$ cat src/rtl/sw_chain_pkg.sv
package sw_chain_pkg;
  typedef struct packed {
    logic load;   // select just asserted
    logic shift;  // serial clock rose while selected
    logic idle;   // select deasserted
  } bus_evt_t;
endpackage

$ cat src/rtl/sync_bank.sv
module sync_bank #(
  parameter int WIDTH  = 1,
  parameter int STAGES = 2
) (
  input  logic             clk,
  input  logic             rst,
  input  logic [WIDTH-1:0] din,
  output logic [WIDTH-1:0] dout
);
  logic [WIDTH-1:0] st [STAGES];

  always_ff @(posedge clk) begin
    if (rst) st[0] <= '0;
    else     st[0] <= din;
  end

  for (genvar g = 1; g < STAGES; g++) begin : g_stage
    always_ff @(posedge clk) begin
      if (rst) st[g] <= '0;
      else     st[g] <= st[g-1];
    end
  end

  assign dout = st[STAGES-1];
endmodule

$ cat src/rtl/bus_edge.sv
module bus_edge
  import sw_chain_pkg::*;
(
  input  logic     clk,
  input  logic     rst,
  input  logic     sel_n_s,
  input  logic     sclk_s,
  output bus_evt_t evt
);
  logic sel_n_q, sclk_q;

  always_ff @(posedge clk) begin
    if (rst) begin
      sel_n_q <= 1'b0;
      sclk_q  <= 1'b0;
    end else begin
      sel_n_q <= sel_n_s;
      sclk_q  <= sclk_s;
    end
  end

  always_comb begin
    evt.load  = sel_n_q & ~sel_n_s;
    evt.shift = ~sclk_q & sclk_s & ~sel_n_s;
    evt.idle  = sel_n_s;
  end
endmodule

$ cat src/rtl/shift_core.sv
module shift_core
  import sw_chain_pkg::*;
#(
  parameter int         W         = 8,
  parameter logic [W-1:0] USED_MASK = '1
) (
  input  logic         clk,
  input  logic         rst,
  input  bus_evt_t     evt,
  input  logic [W-1:0] par_in,
  input  logic         bit_in,
  output logic         sdo
);
  localparam int MSB = W - 1;
  logic [W-1:0] sr;

  always_ff @(posedge clk) begin
    if (rst)            sr <= '0;
    else if (evt.load)  sr <= par_in & USED_MASK;
    else if (evt.shift) sr <= {sr[MSB-1:0], bit_in};
  end

  always_ff @(posedge clk) begin
    if (rst || evt.idle) sdo <= 1'b0;
    else                 sdo <= sr[MSB];
  end

  assert_load_R2: assert property (@(posedge clk) disable iff (rst)
    evt.load |=> sr == ($past(par_in) & USED_MASK));
  assert_shift_R3: assert property (@(posedge clk) disable iff (rst)
    (evt.shift && !evt.load) |=> sr[MSB:1] == $past(sr[MSB-1:0]));
  assert_hold_R4: assert property (@(posedge clk) disable iff (rst)
    (!evt.load && !evt.shift) |=> $stable(sr));
  assert_idle_low_R4: assert property (@(posedge clk) disable iff (rst)
    evt.idle |=> !sdo);
  assert_unused_zero_R6: assert property (@(posedge clk) disable iff (rst)
    evt.load |=> (sr & ~USED_MASK) == '0);
endmodule

$ cat src/rtl/sw_chain_slave.sv
module sw_chain_slave
  import sw_chain_pkg::*;
#(
  parameter int           NSW       = 8,
  parameter int           SYNC      = 2,
  parameter logic [NSW-1:0] USED_MASK = '1
) (
  input  logic           clk,
  input  logic           rst,
  input  logic           sel_n,
  input  logic           ser_clk,
  input  logic           ser_in,
  input  logic           chain_end,
  input  logic [NSW-1:0] sw,
  output logic           ser_out,
  output logic [NSW-1:0] led
);
  logic [2:0]     link_s;
  logic [NSW-1:0] sw_s;
  logic           core_bit;
  bus_evt_t       evt;

  sync_bank #(.WIDTH(3), .STAGES(SYNC)) u_link_sync (
    .clk(clk), .rst(rst), .din({sel_n, ser_clk, ser_in}), .dout(link_s));

  sync_bank #(.WIDTH(NSW), .STAGES(SYNC)) u_sw_sync (
    .clk(clk), .rst(rst), .din(sw), .dout(sw_s));

  bus_edge u_edge (
    .clk(clk), .rst(rst), .sel_n_s(link_s[2]), .sclk_s(link_s[1]), .evt(evt));

  assign core_bit = chain_end ? 1'b0 : link_s[0];

  shift_core #(.W(NSW), .USED_MASK(USED_MASK)) u_core (
    .clk(clk), .rst(rst), .evt(evt), .par_in(sw_s), .bit_in(core_bit),
    .sdo(ser_out));

  always_ff @(posedge clk) begin
    if (rst) led <= '0;
    else     led <= sw_s;
  end

  assert_one_event_R3: assert property (@(posedge clk) disable iff (rst)
    !(evt.idle && (evt.load || evt.shift)));
endmodule

$ cat config.mk
export PLATFORM = sky130hd
export DESIGN_NAME = sw_chain_slave
export DESIGN_NICKNAME = d
export VERILOG_FILES = /design/src/rtl/sw_chain_pkg.sv /design/src/rtl/sync_bank.sv /design/src/rtl/bus_edge.sv /design/src/rtl/shift_core.sv /design/src/rtl/sw_chain_slave.sv
export SDC_FILE = /design/constraint.sdc
export NUM_CORES = 1
export LEC_CHECK = 0
export BUFFER_PORTS_ARGS = -buffer_cell sky130_fd_sc_hd__buf_2
export CAP_MARGIN = 10
export CORE_MARGIN = 5
export CORE_UTILIZATION = 52
export DETAILED_ROUTE_END_ITERATION = 12
export PLACE_DENSITY = 0.75
export SLEW_MARGIN = 20
export SYNTH_ARGS = -nofsm -noshare
export SYNTH_HDL_FRONTEND = slang
export SYNTH_HIERARCHICAL = 1
export SYNTH_SLANG_ARGS = --single-unit
$ cat constraint.sdc
create_clock -name clk -period 1.3 [get_ports clk]
set_input_delay 0.26 -clock clk [delete_from_list [all_inputs] [get_ports clk]]
set_output_delay 0.26 -clock clk [all_outputs]
set_load 0.02 [all_outputs]
==> summary.md <==
| Metric | Value |
|---|---|
| Syn-to-layout area delta | 15.5% |
| Post-Route Utilization | 61.9% |
| Worst setup EP type | register |
| Clk_lat worst skew | 340 ps |
| Power per cell area | 1350 nW/µm² |
| Die Height | 60.3 µm |
| PostCTS Resize Cnt | 0 |
| Die Wd | 60.3 µm |
| Clk slew on worst S/H paths | around 100 ps |
| Max transition margin | 77.0% |
| WL per Instance | 11.7 µm |
| M2 GR Usage | 22.1% |
| Tcrit/Tclk final | 89.5% |
| Num CTS Buffers | 5 |
| Met1 Resource Use GR | 13.4% |
| Final Hold Fails | 0 |
| Routed Antenna Nets | 0 |
| Total track usage | 13.7% |
| Clock skew | 5.05 ps |
| Layout cells sized above 1 | a little over a third |
| RSZ-0062 raised after global routing | false |
| Syn avg cell area | around 12 µm² |
| Maximum clock insertion buffer count | 2 |
| Hold WC Path Type | in2reg |
| Mapped Nets | 120 |
| FF-to-FF Start | u_link_sync/st[1][2]$_SDFF_PP0_ |
| Starting Density | between 50% and 60% |
| WS Path Type | reg2reg |
| Reg2reg path depth | 4 |
| Maximum fanout along the worst path | 8 |
| DPL Wire Length | 1350 µm |
| Vias per cell | 4.64 |
| Period minus WS final | 1160 ps |
| Commonest non-fill, non-tap cell in the layout | dfxtp_1 |
| Hold depth | 2 |
| Setup Fix Bufs, Post-CTS | 0 |
| Setup TNS Final | 0 ps |
| Flop2flop setup slack | 140 ps |
| Yosys Warn Count | 6 |
| Final setup viols | 0 |
| VDD IR max | 1.22 mV |
| Max-Cap Viols | 0 |
| Final Net Count | 148 |
| Remaining DRCs | 0 |
| Critical Path Source | u_link_sync/st[1][2]$_SDFF_PP0_ |
| GP Congestion | 0.791 |
| Count of different cell masters after synthesis | 12 |
| H-tree depth | 2 |
| Fill cell count | 224 |
| Core Rows | 18 |
| CTS Sinks | between 40 and 50 |
| Initial drt markers | 5 |
| Gr ovfl total | 0 |
| Largest net degree at the start of global routing | 25 |
| Input/output buffers | 22 |
| Final slew viol count | 0 |
| Hold EP | u_sw_sync/st[0][5]$_SDFF_PP0_ |
| Ports | 23 |
| First-pass GRT wire length | 3390 µm |
| Syn Inst Count | 106 |
| Required @ worst endpoint | 1530 ps |
| Tot Pwr | 2.06 mW |
| Die area | 3640 µm² |
| Pre-antenna DRT Iters | 4 |
| N_diodes | 0 |
| TritonCTS clock tree | done |
| Data arrival, critical path | 1400 ps |
| Vias in the first global route | 822 |
| Hold buffer count at CTS | 0 |
| Final WL | 1910 µm |
| Critical R2R Capture | u_core/sr[6]$_SDFFE_PP0P_ |
| Antenna violations before repair | 0 |
| Commonest non-fill, non-tap cells in the layout | 41 x dfxtp_1, 28 x nor2b_1, 22 x buf_2 |
| Outcome | complete, no violations |
| Fmax achieved | between 0.8 and 0.9 GHz |
| Sequential-to-total area share from yosys stat | 62.4% |
| Hold wc startpoint | sw[5] |
| Setup crit start kind | register |
| GR peak layer | met2 |
| DR vias | 761 |
| Mapped Area | 1320 µm² |
| Synthesis-stage register bit count | 41 |
| Worst Tran Pin Value | between 300 and 400 ps |
| Core area | 2450 µm² |
| Root Buffer | clkbuf_4 |
| Leakage power | 0.646 nW |
| Met3 Usage GRT | 7.99% |
## area by class of cell
cell class              instances  area (µm²)  share of cell area [%]
well taps                      30        37.5                    2.47
multi-input cells              60         458                    30.1
clock buffers                   7        55.1                    3.62
flip-flops and latches         41         821                    54.0
inverters                       1        3.75                   0.247
repair buffers                 25         145                    9.55
## cells by family (layout without fill, tap and decap cells)
kind of cell / after synthesis / after routing / share of synthesized area (%)
compound gates: 8 / 8 / 4.56
buf+inv: 5 / 33 / 2.85
flops: 41 / 41 / 62.4
mux: 8 / 8 / 6.08
simple gates: 44 / 44 / 24.1
## worst max-delay path, stage by stage, from the launching register on
cell,delay [ps]
dfxtp_1,360
nor3b_2,180
buf_4,200
mux2i_1,230
a211oi_1,90
## flip-flops by register name, indices dropped and copies added, names as in the netlist
name,flops
u_sw_sync/st,16
led,8
u_core/sr,8
u_link_sync/st,6
u_core/sdo,1
u_edge/sclk_q,1
u_edge/sel_n_q,1
## where the power goes
group | internal [mW] | switching [mW] | leakage, nW
logic | 0.0696 | 0.0573 | 0.278
registers | 1.30 | 0.0163 | 0.336
clock network | 0.255 | 0.355 | 0.0314
## metrics by stage
| step | cell area [µm²] | std cells | hold slack, ps | setup WS (ps) |
|---|---|---|---|---|
| 2_1_floorplan | 1320 | 106 | 326 | 261 |
| 3_5_place_dp | 1470 | 157 | 429 | 140 |
| 3_3_place_gp | 1470 | 157 | 418 | 195 |
| 5_1_grt | 1520 | 164 | 94.5 | 55.0 |
| 4_1_cts | 1520 | 164 | 110 | 134 |
| 6_report | 1520 | 164 | 123 | 136 |
## how the worst max path moves through the flow
stage	to	slack [ps]	depth (start not counted)
floorplan	u_core/sr[0]$_SDFFE_PP0P_	260	4
global placement	u_core/sr[6]$_SDFFE_PP0P_	200	4
detailed placement	u_core/sr[4]$_SDFFE_PP0P_	140	4
CTS	u_core/sr[6]$_SDFFE_PP0P_	130	4
global route	u_core/sr[6]$_SDFFE_PP0P_	60	4
finish	u_core/sr[6]$_SDFFE_PP0P_	140	4
## synth_stat cells (all sizes together)
master | n | area [µm²]
clkbuf | 1 | 3.75
nor3b | 2 | 20.0
dfxtp | 41 | 821
a211oi | 8 | 60.1
buf | 3 | 30.0
and2b | 6 | 52.6
nor2b | 36 | 245
mux2i | 8 | 80.1
inv | 1 | 3.75
## routing by layer
metal | part of all wire, % | up-vias
met5 | 0 | -
li1 | - | 397
met2 | 53 | 23
met1 | 38 | 339
met3 | 7.4 | 2
met4 | 1.7 | 0
Note: power is estimated with default switching activity, not from simulation.
